--- src/rtl/otp_seq_pkg.sv ---
package otp_seq_pkg;

  typedef enum logic [2:0] {K_NOP, K_WAIT, K_BURST, K_DCLK, K_WRITE, K_READ, K_END} kind_e;
  typedef enum logic [2:0] {TM_PWR, TM_SETTLE, TM_HV, TM_PROG, TM_DIS} tsel_e;

  typedef struct packed {
    logic pwr;
    logic cs;
    logic cx;
    logic oe;
    logic hv;
    logic vreg;
  } lvl_t;

  typedef struct packed {
    kind_e      kind;
    logic [4:0] arg;
    lvl_t       lv;
  } step_t;

  localparam logic [4:0] ENTRY_LAST = 5'd5;

  function automatic lvl_t lv_mk(input logic pwr, input logic cs, input logic cx,
                                 input logic oe, input logic hv, input logic vreg);
    lvl_t l;
    l.pwr = pwr; l.cs = cs; l.cx = cx; l.oe = oe; l.hv = hv; l.vreg = vreg;
    return l;
  endfunction

  function automatic step_t stp(input kind_e k, input logic [4:0] a, input lvl_t l);
    step_t s;
    s.kind = k; s.arg = a; s.lv = l;
    return s;
  endfunction

  // Micro-program: one entry per step, shared mode entry then flow-specific tail.
  function automatic step_t step_of(input logic prog, input logic [4:0] idx);
    step_t s;
    s = stp(K_END, 5'd0, lv_mk(0, 0, 0, 0, 0, 0));
    if (idx <= ENTRY_LAST) begin
      case (idx)
        5'd0: s = stp(K_WAIT,  5'(TM_PWR),    lv_mk(1, 1, 0, 0, 0, 0));
        5'd1: s = stp(K_BURST, 5'd0,          lv_mk(1, 0, 0, 0, 0, 0));
        5'd2: s = stp(K_WAIT,  5'(TM_SETTLE), lv_mk(1, 0, 0, 0, 0, 0));
        5'd3: s = stp(K_WAIT,  5'(TM_SETTLE), lv_mk(1, 0, 1, 0, 0, 0));
        5'd4: s = stp(K_DCLK,  5'd9,          lv_mk(1, 0, 1, 0, 0, 0));
        default: s = stp(K_DCLK, 5'd1,        lv_mk(1, 1, 1, 0, 0, 0));
      endcase
    end else if (prog) begin
      case (idx)
        5'd6:  s = stp(K_DCLK,  5'd1,       lv_mk(1, 1, 1, 0, 0, 0));
        5'd7:  s = stp(K_WRITE, 5'd0,       lv_mk(1, 1, 1, 1, 0, 0));
        5'd8:  s = stp(K_DCLK,  5'd1,       lv_mk(1, 1, 1, 0, 0, 0));
        5'd9:  s = stp(K_WAIT,  5'(TM_HV),  lv_mk(1, 1, 1, 0, 1, 0));
        5'd10: s = stp(K_DCLK,  5'd1,       lv_mk(1, 1, 1, 0, 1, 0));
        5'd11: s = stp(K_NOP,   5'd0,       lv_mk(1, 0, 0, 0, 1, 0));
        5'd12: s = stp(K_WAIT,  5'(TM_PROG), lv_mk(1, 0, 0, 0, 1, 1));
        5'd13: s = stp(K_WAIT,  5'(TM_DIS), lv_mk(1, 0, 0, 0, 1, 0));
        5'd14: s = stp(K_DCLK,  5'd1,       lv_mk(1, 0, 1, 0, 1, 0));
        5'd15: s = stp(K_DCLK,  5'd1,       lv_mk(1, 1, 1, 0, 1, 0));
        5'd16: s = stp(K_NOP,   5'd0,       lv_mk(1, 0, 0, 0, 1, 0));
        5'd17: s = stp(K_WAIT,  5'(TM_PROG), lv_mk(1, 0, 0, 0, 1, 1));
        5'd18: s = stp(K_WAIT,  5'(TM_DIS), lv_mk(1, 0, 0, 0, 0, 0));
        5'd19: s = stp(K_DCLK,  5'd1,       lv_mk(1, 0, 1, 0, 0, 0));
        5'd20: s = stp(K_DCLK,  5'd3,       lv_mk(1, 0, 1, 0, 0, 0));
        5'd21: s = stp(K_DCLK,  5'd1,       lv_mk(1, 1, 1, 0, 0, 0));
        5'd22: s = stp(K_READ,  5'd0,       lv_mk(1, 1, 1, 0, 0, 0));
        5'd23: s = stp(K_DCLK,  5'd1,       lv_mk(1, 0, 1, 0, 0, 0));
        5'd24: s = stp(K_READ,  5'd1,       lv_mk(1, 1, 1, 0, 0, 0));
        default: ;
      endcase
    end else begin
      case (idx)
        5'd6: s = stp(K_DCLK, 5'd5, lv_mk(1, 0, 1, 0, 0, 0));
        5'd7: s = stp(K_DCLK, 5'd1, lv_mk(1, 1, 1, 0, 0, 0));
        5'd8: s = stp(K_READ, 5'd0, lv_mk(1, 1, 1, 0, 0, 0));
        default: ;
      endcase
    end
    return s;
  endfunction

endpackage

--- src/rtl/otp_wait_timer.sv ---
module otp_wait_timer #(
  parameter int CW = 24
) (
  input  logic          clk,
  input  logic          rst_n,
  input  logic          go,
  input  logic [CW-1:0] load,
  output logic          run,
  output logic          done
);
  logic [CW-1:0] cnt;

  always_ff @(posedge clk or negedge rst_n) begin
    if (!rst_n) begin
      run  <= 1'b0;
      done <= 1'b0;
      cnt  <= '0;
    end else begin
      done <= 1'b0;
      if (go) begin
        run <= 1'b1;
        cnt <= load - CW'(1);
      end else if (run) begin
        if (cnt == '0) begin
          run  <= 1'b0;
          done <= 1'b1;
        end else begin
          cnt <= cnt - CW'(1);
        end
      end
    end
  end

  AST_TIMER_GO_IDLE: assert property (@(posedge clk) disable iff (!rst_n) go |-> !run);
endmodule

--- src/rtl/otp_sel_burst.sv ---
module otp_sel_burst #(
  parameter int HALF_CYC = 5,
  parameter int EDGES    = 9
) (
  input  logic clk,
  input  logic rst_n,
  input  logic go,
  output logic sel,
  output logic busy,
  output logic done
);
  localparam int TW = $clog2(HALF_CYC + 1);
  localparam int EW = $clog2(EDGES + 1);

  logic [TW-1:0] tmr;
  logic [EW-1:0] edges;

  always_ff @(posedge clk or negedge rst_n) begin
    if (!rst_n) begin
      sel   <= 1'b0;
      busy  <= 1'b0;
      done  <= 1'b0;
      tmr   <= '0;
      edges <= '0;
    end else begin
      done <= 1'b0;
      if (go) begin
        busy  <= 1'b1;
        sel   <= 1'b0;
        tmr   <= '0;
        edges <= EW'(1);
      end else if (busy) begin
        if (tmr == TW'(HALF_CYC - 1)) begin
          tmr <= '0;
          if (edges == EW'(EDGES)) begin
            busy <= 1'b0;
            done <= 1'b1;
          end else begin
            sel   <= ~sel;
            edges <= edges + EW'(1);
          end
        end else begin
          tmr <= tmr + TW'(1);
        end
      end
    end
  end

  AST_BURST_GO_IDLE: assert property (@(posedge clk) disable iff (!rst_n) go |-> !busy);
endmodule

--- src/rtl/otp_dclk_gen.sv ---
module otp_dclk_gen #(
  parameter int PULSE_CYC = 3,
  parameter int GAP_CYC   = 4
) (
  input  logic clk,
  input  logic rst_n,
  input  logic go,
  output logic cx,
  output logic busy,
  output logic done
);
  localparam int LMAX = (PULSE_CYC > GAP_CYC) ? PULSE_CYC : GAP_CYC;
  localparam int TW   = $clog2(LMAX + 1);

  // Segments: 0 high, 1 low, 2 high, 3 low, 4 trailing high gap.
  logic [2:0]    seg;
  logic [TW-1:0] tmr;
  logic [TW-1:0] seg_last;

  always_comb begin
    seg_last = (seg == 3'd4) ? TW'(GAP_CYC - 1) : TW'(PULSE_CYC - 1);
    cx       = ~seg[0];
  end

  always_ff @(posedge clk or negedge rst_n) begin
    if (!rst_n) begin
      seg  <= '0;
      tmr  <= '0;
      busy <= 1'b0;
      done <= 1'b0;
    end else begin
      done <= 1'b0;
      if (go) begin
        busy <= 1'b1;
        seg  <= '0;
        tmr  <= '0;
      end else if (busy) begin
        if (tmr == seg_last) begin
          tmr <= '0;
          if (seg == 3'd4) begin
            busy <= 1'b0;
            done <= 1'b1;
            seg  <= '0;
          end else begin
            seg <= seg + 3'd1;
          end
        end else begin
          tmr <= tmr + TW'(1);
        end
      end
    end
  end

  AST_DCLK_GO_IDLE: assert property (@(posedge clk) disable iff (!rst_n) go |-> !busy);
endmodule

--- src/rtl/otp_prog_seq.sv ---
module otp_prog_seq #(
  parameter int          NOPT           = 16,
  parameter int          PULSE_CYC      = 2000,
  parameter int          GAP_CYC        = 4000,
  parameter int          BURST_HALF_CYC = 192500,
  parameter int          T_PWR_CYC      = 1100000,
  parameter int          T_SETTLE_CYC   = 25000,
  parameter int          T_HV_CYC       = 250000,
  parameter int          T_PROG_CYC     = 50000000,
  parameter int          T_DIS_CYC      = 5000000,
  parameter logic [15:0] RSV_MASK       = 16'h0000
) (
  input  logic            clk,
  input  logic            rst_n,
  input  logic            start,
  input  logic            op_prog,
  input  logic [NOPT-1:0] wr_value,
  output logic            sel_o,
  output logic            sck_o,
  output logic            sdat_o,
  output logic            sdat_oe,
  input  logic            sdat_i,
  output logic            pwr_on,
  output logic            hv_en,
  output logic            vreg_tie,
  output logic            busy,
  output logic            done,
  output logic [NOPT-1:0] rd_word_a,
  output logic [NOPT-1:0] rd_word_b,
  output logic            pass
);
  import otp_seq_pkg::*;

  localparam int TSUM  = T_PWR_CYC + T_SETTLE_CYC + T_HV_CYC + T_PROG_CYC + T_DIS_CYC;
  localparam int TMR_W = $clog2(TSUM + 1) + 1;
  localparam int IDXW  = $clog2(NOPT);
  localparam int CNTW  = $clog2(NOPT + 1);
  localparam logic [NOPT-1:0] KEEP = ~RSV_MASK[NOPT-1:0];

  typedef enum logic [2:0] {PH_IDLE, PH_START, PH_WAIT, PH_DCLK, PH_BURST} ph_e;
  typedef enum logic [1:0] {X_NONE, X_WR, X_RD} xfer_e;

  function automatic logic [NOPT-1:0] masked_write(input logic [NOPT-1:0] v);
    return v & KEEP;
  endfunction

  function automatic logic words_ok(input logic [NOPT-1:0] a, input logic [NOPT-1:0] b,
                                    input logic [NOPT-1:0] want);
    return (((a ^ want) & KEEP) == '0) && (((b ^ want) & KEEP) == '0);
  endfunction

  function automatic logic [TMR_W-1:0] wait_len(input logic [4:0] sel);
    case (tsel_e'(sel[2:0]))
      TM_PWR:    return TMR_W'(T_PWR_CYC);
      TM_SETTLE: return TMR_W'(T_SETTLE_CYC);
      TM_HV:     return TMR_W'(T_HV_CYC);
      TM_PROG:   return TMR_W'(T_PROG_CYC);
      default:   return TMR_W'(T_DIS_CYC);
    endcase
  endfunction

  ph_e             ph;
  xfer_e           xfer;
  logic [4:0]      idx;
  logic            op_r;
  lvl_t            lv;
  logic [4:0]      remain;
  logic [CNTW-1:0] bitn;
  logic            rd_sel;
  logic            dat_r;
  logic [NOPT-1:0] wmask;
  step_t           cur;

  // Named events between the sequencer and its engines.
  logic dclk_go, dclk_busy, dclk_done, dclk_cx;
  logic burst_go, burst_busy, burst_done, burst_sel;
  logic wait_go, wait_run, wait_done;
  logic step_go, dclk_more, last_write_bit;

  always_comb begin
    cur     = step_of(op_r, idx);
    step_go = (ph == PH_START);
    case (xfer)
      X_WR:    dclk_more = (bitn != CNTW'(NOPT));
      X_RD:    dclk_more = (bitn != CNTW'(NOPT - 1));
      default: dclk_more = (remain != 5'd1);
    endcase
    last_write_bit = (xfer == X_WR) && (bitn == CNTW'(NOPT - 1));
    dclk_go  = (step_go && (cur.kind inside {K_DCLK, K_WRITE, K_READ}))
             || (ph == PH_DCLK && dclk_done && dclk_more);
    burst_go = step_go && (cur.kind == K_BURST);
    wait_go  = step_go && (cur.kind == K_WAIT);
  end

  otp_dclk_gen #(.PULSE_CYC(PULSE_CYC), .GAP_CYC(GAP_CYC)) u_dclk (
    .clk(clk), .rst_n(rst_n), .go(dclk_go), .cx(dclk_cx), .busy(dclk_busy), .done(dclk_done)
  );

  otp_sel_burst #(.HALF_CYC(BURST_HALF_CYC), .EDGES(9)) u_burst (
    .clk(clk), .rst_n(rst_n), .go(burst_go), .sel(burst_sel), .busy(burst_busy), .done(burst_done)
  );

  otp_wait_timer #(.CW(TMR_W)) u_wait (
    .clk(clk), .rst_n(rst_n), .go(wait_go), .load(wait_len(cur.arg)), .run(wait_run), .done(wait_done)
  );

  always_ff @(posedge clk or negedge rst_n) begin
    if (!rst_n) begin
      ph        <= PH_IDLE;
      xfer      <= X_NONE;
      idx       <= '0;
      op_r      <= 1'b0;
      lv        <= '0;
      remain    <= '0;
      bitn      <= '0;
      rd_sel    <= 1'b0;
      dat_r     <= 1'b0;
      wmask     <= '0;
      rd_word_a <= '0;
      rd_word_b <= '0;
      pass      <= 1'b0;
      done      <= 1'b0;
    end else begin
      done <= 1'b0;
      case (ph)
        PH_IDLE: begin
          if (start) begin
            op_r      <= op_prog;
            wmask     <= masked_write(wr_value);
            idx       <= '0;
            rd_word_a <= '0;
            rd_word_b <= '0;
            pass      <= 1'b0;
            ph        <= PH_START;
          end
        end
        PH_START: begin
          lv <= cur.lv;
          case (cur.kind)
            K_NOP:   idx <= idx + 5'd1;
            K_WAIT:  ph <= PH_WAIT;
            K_BURST: ph <= PH_BURST;
            K_DCLK: begin
              remain <= cur.arg;
              xfer   <= X_NONE;
              ph     <= PH_DCLK;
            end
            K_WRITE: begin
              xfer  <= X_WR;
              bitn  <= '0;
              dat_r <= 1'b0;
              ph    <= PH_DCLK;
            end
            K_READ: begin
              xfer   <= X_RD;
              bitn   <= '0;
              rd_sel <= cur.arg[0];
              ph     <= PH_DCLK;
            end
            default: begin
              pass <= op_r && words_ok(rd_word_a, rd_word_b, wmask);
              done <= 1'b1;
              ph   <= PH_IDLE;
            end
          endcase
        end
        PH_WAIT: begin
          if (wait_done) begin
            idx <= idx + 5'd1;
            ph  <= PH_START;
          end
        end
        PH_BURST: begin
          if (burst_done) begin
            idx <= idx + 5'd1;
            ph  <= PH_START;
          end
        end
        PH_DCLK: begin
          if (dclk_done) begin
            case (xfer)
              X_WR: begin
                if (dclk_more) begin
                  dat_r <= wmask[bitn[IDXW-1:0]];
                  if (last_write_bit) lv.cs <= 1'b0;
                end
                bitn <= bitn + CNTW'(1);
              end
              X_RD: begin
                if (rd_sel) rd_word_b[bitn[IDXW-1:0]] <= sdat_i;
                else        rd_word_a[bitn[IDXW-1:0]] <= sdat_i;
                bitn <= bitn + CNTW'(1);
              end
              default: remain <= remain - 5'd1;
            endcase
            if (!dclk_more) begin
              idx  <= idx + 5'd1;
              xfer <= X_NONE;
              ph   <= PH_START;
            end
          end
        end
        default: ph <= PH_IDLE;
      endcase
    end
  end

  always_comb begin
    sel_o    = burst_busy ? burst_sel : lv.cs;
    sck_o    = dclk_busy ? dclk_cx : lv.cx;
    sdat_o   = dat_r;
    sdat_oe  = lv.oe;
    pwr_on   = lv.pwr;
    hv_en    = lv.hv;
    vreg_tie = lv.vreg;
    busy     = (ph != PH_IDLE);
  end

  AST_TIE_LINES_LOW: assert property (@(posedge clk) disable iff (!rst_n)
    vreg_tie |-> (!sck_o && !sel_o && hv_en));
  AST_HV_BEFORE_TIE: assert property (@(posedge clk) disable iff (!rst_n)
    $rose(vreg_tie) |-> $past(hv_en));
  AST_DRIVE_LOW_SUPPLY: assert property (@(posedge clk) disable iff (!rst_n)
    sdat_oe |-> (pwr_on && !hv_en));
  AST_DONE_ONE_CYCLE: assert property (@(posedge clk) disable iff (!rst_n)
    done |=> !done);
  AST_DONE_POWER_OFF: assert property (@(posedge clk) disable iff (!rst_n)
    done |-> (!pwr_on && !hv_en && !vreg_tie && !busy));
  AST_OP_HELD: assert property (@(posedge clk) disable iff (!rst_n)
    (busy && $past(busy)) |-> $stable(op_r));
endmodule

--- config.mk ---
export PLATFORM = sky130hd
export DESIGN_NAME = otp_prog_seq
export DESIGN_NICKNAME = d
export VERILOG_FILES = /design/src/rtl/otp_seq_pkg.sv /design/src/rtl/otp_wait_timer.sv /design/src/rtl/otp_sel_burst.sv /design/src/rtl/otp_dclk_gen.sv /design/src/rtl/otp_prog_seq.sv
export SDC_FILE = /design/constraint.sdc
export NUM_CORES = 1
export LEC_CHECK = 0
export ABC_AREA = 1
export BUFFER_PORTS_ARGS = -buffer_cell sky130_fd_sc_hd__buf_2
export CORE_UTILIZATION = 40
export DETAILED_ROUTE_END_ITERATION = 10
export GPL_TIMING_DRIVEN = 1
export PLACE_DENSITY_LB_ADDON = 0.12
export SETUP_SLACK_MARGIN = 0.5
export SYNTH_ARGS = -nofsm -noshare
export SYNTH_HDL_FRONTEND = slang
export SYNTH_HIERARCHICAL = 1
export SYNTH_SLANG_ARGS = --single-unit
--- constraint.sdc ---
create_clock -name clk -period 4.1 [get_ports clk]
set_input_delay 0.615 -clock clk [delete_from_list [all_inputs] [get_ports clk]]
set_output_delay 0.615 -clock clk [all_outputs]
set_load 0.05 [all_outputs]
# Yosys cells after proc, flatten, opt, wreduce, memory -nomap -nowiden
# Index checks and enable logic that the tools add are counted.
[op_classes]
add_sub_neg = 9
mul = 0
n_div = 0
magnitude_cmp = 3
eq_ne = 67
n_shift = 0
muxes = 109
n_bitwise = 4
n_reduce_logical = 52
[op_table]
columns = ["op", "count"]
rows = [
  ["$pmux W14 S13", 1],
  ["$mux W16", 7],
  ["$pmux W26 S4", 1],
  ["$mux W27", 3],
  ["$pmux W13 S5", 1],
  ["$pmux W16 S2", 2],
  ["$mux W5", 12],
  ["$mux W18", 3],
  ["$mux W12", 4],
  ["$eq A5 B4 Y1 const B", 9],
  ["$eq A5 B5 Y1 const B", 9],
  ["$mux W1", 42],
  ["$pmux W14 S3", 1],
  ["$bwmux W16", 2],
  ["$logic_not A16 Y1", 2],
  ["$xor A16 B16 Y16", 2],
  ["$mux W14", 2],
  ["$logic_not A27 Y1", 1],
  ["$mux W3", 9],
  ["$sub A26 B1 Y27 const B", 1],
  ["$sub A27 B1 Y27 const B", 1],
  ["$ne A2 B2 Y1 const B", 13],
  ["$pmux W5 S5", 1],
  ["$pmux W5 S2", 2],
  ["other kinds (51)", 113],
]
[totals]
ff_bits = 150
latch_bits = 0
mem_bits_rw = 0
romBits = 0
in_bits = 21
out_inout_bits = 42
mem_count = 0

# Logic depth before layout (Yosys ltp)
[depth]
word_depth = 11
mapped_depth = 27
mapped_depth_nobuf = 26

# Hierarchy
# Netlist, hierarchy kept.
[modules_own_cells]
columns = ["module", "instances", "cells_per_inst", "area_each_um2", "seq_area_each_um2"]
rows = [
  ["otp_prog_seq", 1, 775, 5459.0, 1976.9],
  ["otp_wait_timer", 1, 443, 2567.5, 725.7],
  ["otp_sel_burst", 1, 212, 1557.7, 625.6],
  ["otp_dclk_gen", 1, 123, 985.9, 425.4],
]

# Worst setup path after synthesis
# OpenSTA, ideal clock, no wires.
[synth_path]
path_kind = "flip-flop to flip-flop"
start = "register idx[0]"
end = "register u_wait.cnt[24]"
setup_ns = 0.117
t_arrival_ns = 3.325
required_ns = 3.983
slack_ns = 0.658
path_stages_with_launch = 25
n_path_buf = 1
period_less_slack_ns = 3.442
path_cell_list = "dfrtp_1 ha_1 inv_1 nor2_1 ha_1 inv_1 nand2_1 nor2_2 nand2_1 nand2_1 nand2_2 nor2_4 nor2_8 nor3_1 inv_2 buf_6 o21ai_2 ha_1 nand3_2 nor2_4 nand3_2 nor2_2 nand3_1 nand3_1 nand2_1"
[synth_between]
elab_chain_cells = 9
word_cells_on_any_way = 47
cone_classes = "add/sub (1); order compare (1); eq/ne (28); mux (7); reduce/logical (10)"
[synth_rtl]
columns = ["item", "line", "source"]
rows = [
  ["start: declaration", "otp_prog_seq.sv:64", "logic [4:0] idx;"],
  ["start signal: assignment", "otp_prog_seq.sv:140", "K_NOP: idx <= idx + 5'd1;"],
  ["start signal: assignment", "otp_prog_seq.sv:169", "idx <= idx + 5'd1;"],
  ["start signal: assignment", "otp_prog_seq.sv:175", "idx <= idx + 5'd1;"],
  ["$eq A5 B4 Y1, or another cell as far along", "otp_seq_pkg.sv:50, otp_seq_pkg.sv:73", ""],
  ["$reduce_or A3 Y1 (no line) or $reduce_or A2 Y1 (tied branches)", "--", ""],
  ["$pmux W14 S13", "otp_seq_pkg.sv:50", "case (idx)"],
  ["$mux W14", "otp_seq_pkg.sv:49", "end else if (prog) begin"],
  ["$mux W14 (*)", "otp_seq_pkg.sv:40", "if (idx <= ENTRY_LAST) begin"],
  ["$eq A3 B1 Y1 (*)", "otp_prog_seq.sv:92", "wait_go = step_go && (cur.kind == K_WAIT);"],
  ["$logic_and A1 B1 Y1 (*)", "otp_prog_seq.sv:92", ""],
  ["net wait_go", "otp_prog_seq.sv:77", "logic wait_go, wait_run, wait_done;"],
  ["$ne A2 B1 Y1 (no line) or $reduce_bool A2 Y1 (tied branches)", "--", ""],
  ["$reduce_and A2 Y1 (no line)", "--", ""],
  ["end signal: assignment", "otp_wait_timer.sv:22", "cnt <= load - CW'(1);"],
  ["end signal: assignment", "otp_wait_timer.sv:28", "cnt <= cnt - CW'(1);"],
  ["end: declaration", "otp_wait_timer.sv:11", "logic [CW-1:0] cnt;"],
]
# Mark *: on every way through the listed nets, which the timed path passes. The rest lies on a longest branch.
# A chain may end at the register's enable or synchronous reset.

# Final worst setup path
[layout_path]
start = "register idx[0]"
end = "register u_wait.cnt[14]"
# The elaborated chain is that of the path after synthesis.

==> impl_metrics.env <==
export IMPL_outcome="completed"
export IMPL_vias=9798
export IMPL_viasPerCell=4.93
export IMPL_r2r_setup_slack_ns=0.71
export IMPL_gp_congestion=0.901
export IMPL_max_slew_margin_pct=34.4
export IMPL_start_kind="register"
export IMPL_syn_to_final_growth_pct=15.5
export IMPL_dr_pass1_iters=5
export IMPL_finalNetCount=1683
export IMPL_cp_cell_sequence="buf_4, ha_2, nand2_2, nor2_1, nor2_2, nand2_1, nor2_1, nand3_1, nand2_1, nand2_1, nand2_2, nor3_4, buf_6, nand2_1, nand2_2, ha_4, nand3_2, nor2_4, nand2_4, nor2_4, nand2_1, nand3_1, o21ai_1"
export IMPL_cp_top_family="simple AND/OR/NAND/NOR gates"
export IMPL_slowest_delay_ns=0.43
export IMPL_synth_cells=1553
export IMPL_rows=59
export IMPL_peakVddDrop_v=0.000243
export IMPL_clk_pin_slew_ns=0.07
export IMPL_cts_root_buf="clkbuf_16"
export IMPL_regToRegEndpoint="u_wait/cnt[14]$_DFFE_PN0P_"
export IMPL_cp_slowest_cell="dfrtp_2"
export IMPL_avgSynthCellArea_um2=6.81
export IMPL_postSynth_asyncResetShare_pct=100
export IMPL_crit_cells=23
export IMPL_netlist_cell_type_count=49
export IMPL_h_tree_depth=4
export IMPL_clock_latency_ns=0.43
export IMPL_yosysMostFrequentCell="nand2_1"
export IMPL_dieArea_mm2=0.0271
export IMPL_antenna_found_initial=0
export IMPL_cp_required_ns=4.40
export IMPL_yosysSeqAreaShare_pct=35.5
export IMPL_first_global_vias=9248
export IMPL_drt_iter0_markers=546
export IMPL_ys_warn_count=6
export IMPL_finalPower_mw=3.17
export IMPL_n_fill_cell=2653
export IMPL_setup_viol_count_final=0
export IMPL_crit_path_frequent_cell="nand2_1"
export IMPL_synth_top_cell_area_share_pct=35.5
export IMPL_grt_usage_pct=21.7
export IMPL_hold_path_class="primary input to asynchronous set/reset pin"
export IMPL_wl_per_cell_um=14.2
export IMPL_globalRoute_totalOverflow=0
export IMPL_clk_path_buf_depth=2
export IMPL_die_width_um=165
export IMPL_port_buffers=62
export IMPL_layout_drive_gt1_share_pct=18.6
export IMPL_yosysTopAreaCell="dfrtp_1"
export IMPL_diodes=0
export IMPL_crit_reg2reg_launch="idx[0]$_DFFE_PN0P_"
export IMPL_postCtsHoldBufs=0
export IMPL_final_hold_viol_count=0
export IMPL_fin_area_mm2=0.0122
export IMPL_numCtsBuffers=17
export IMPL_synth_area_leaders="dfrtp_1 36%, nand2_1 17%, inv_1 6.7%"
export IMPL_clkSinkCount=150
export IMPL_synth_common_cells="475 x nand2_1, 189 x inv_1, 161 x nor2_1, 150 x dfrtp_1, 100 x o21ai_0"
export IMPL_final_setup_tns_ns=0
export IMPL_grt_start_max_net_pins=95
export IMPL_ios=63
export IMPL_multiInputGateArea_mm2=0.00599
export IMPL_maxCapViolations=0
export IMPL_slew_viol_final=0
export IMPL_initial_core_util_pct=40.7
export IMPL_seq_area_mm2=0.00376
export IMPL_cp_end_kind="register"
export IMPL_worstMarginPinSlew_ns=0.983
export IMPL_place_area_mm2=0.0113
export IMPL_grt_pass1_wl_mm=46.6
export IMPL_synth_edff_count=0
export IMPL_finalCriticalPeriod_ns=3.39
export IMPL_cp_max_fo=7
export IMPL_power_leakage_nw=5.71
export IMPL_drc=0
export IMPL_path_class="register to register"
export IMPL_ys_ff_latch=150
export IMPL_pre_cts_ws_ns=0.391
export IMPL_ant_nets=0
export IMPL_wl_mm=28.2
export IMPL_dominantRegCellSynth="dfrtp_1"
export IMPL_cts_tree="done"
export IMPL_dpl_hpwl_mm=20.5
export IMPL_finClkSkew_ns=0.00945
export IMPL_utilization_pct=47.0
export IMPL_min_period_over_period_pct=82.6
export IMPL_critical_path_arrival_ns=3.69
export IMPL_rsz0062_at_grt="no"
export IMPL_core_mm2=0.0260
export IMPL_max_freq_mhz=295
export IMPL_r2r_cells=23
export IMPL_p_per_area_mw_per_mm2=260
export IMPL_fp_dieH_um=165
export IMPL_path_buf_inv=2
export IMPL_syn_area_mm2=0.0106
export IMPL_timing_final_ws_setup_ns=0.713
[layout by cell type (no fill, tap or decap), drive strengths merged, types with 22 or more instances in the layout]
cell / count
dfrtp: 150
ha: 22
xor2: 25
a21oi: 25
nand2: 511
o21ai: 147
buf: 93
nor2: 207
nand4: 35
inv: 222
nand3: 112
[sequential cells by signal, indices dropped and copies added, names as in the netlist, 3 cells and up]
name and flops:
remain 5, u_dclk/seg 3, ph 3, u_burst/edges 4, bitn 5, wmask 16
u_wait/cnt 27, u_dclk/tmr 12, rd_word_b 16, idx 5, u_burst/tmr 18, rd_word_a 16
[how the worst max path moves through the flow]
stage                                       to          startpoint
CTS                 u_wait/cnt[25]$_DFFE_PN0P_  idx[0]$_DFFE_PN0P_
floorplan           u_wait/cnt[24]$_DFFE_PN0P_  idx[0]$_DFFE_PN0P_
finish              u_wait/cnt[14]$_DFFE_PN0P_  idx[0]$_DFFE_PN0P_
global route        u_wait/cnt[24]$_DFFE_PN0P_  idx[1]$_DFFE_PN0P_
detailed placement  u_wait/cnt[21]$_DFFE_PN0P_  idx[0]$_DFFE_PN0P_
global placement    u_wait/cnt[21]$_DFFE_PN0P_  idx[0]$_DFFE_PN0P_
[layer usage]
metal / part of all wire, % / up-vias / routed length [µm] / track usage, %
met4: 1.6 / 0 / 459 / 6.26
li1: - / 5048 / - / -
met2: 46 / 179 / 13000 / 35.1
met3: 4.1 / 33 / 1160 / 3.87
met5: 0 / - / 0 / 0
met1: 48 / 4538 / 13600 / 29.4
[kinds of logic after synthesis]
group,after synthesis,share of synthesized area [%]
flip-flops,150,35.5
buffers and inverters,253,9.91
other,2,0.0710
AO/OA/AOI/OAI,185,9.17
adder cells (fa/ha/maj),22,2.60
AND/OR/NAND/NOR,901,39.4
XOR/XNOR,40,3.31
[final cells by class]
| class | instances | area share [%] |
|---|---|---|
| Clock buffer | 17 | 3.48 |
| Tap cell | 335 | 3.43 |
| Timing Repair Buffer | 94 | 5.12 |
| Clock inverter | 15 | 1.27 |
| Sequential cell | 150 | 30.8 |
| Multi-Input combinational cell | 1158 | 49.0 |
| Inverter | 219 | 6.87 |
[power by group]
part | switching [mW] | total, mW | internal (mW)
combinational | 0.0623 | 0.0909 | 0.0286
sequential | 0.0115 | 1.50 | 1.49
clock | 0.716 | 1.58 | 0.861
[per-stage QoR]
step | hold WS, ns | instances
2_1_floorplan | 0.319 | 1561
3_3_place_gp | 0.456 | 1945
3_5_place_dp | 0.461 | 1945
4_1_cts | 0.157 | 1977
5_1_grt | 0.172 | 1988
6_report | 0.131 | 1988
[timing repair]
item	4_1_cts	5_1_grt
gates resized for setup	7	53
buffers inserted	0	10
endpoints found under the setup margin	17	53
gates cloned	0	1
pin swaps	0	17
(Power assumes the default switching activity.)
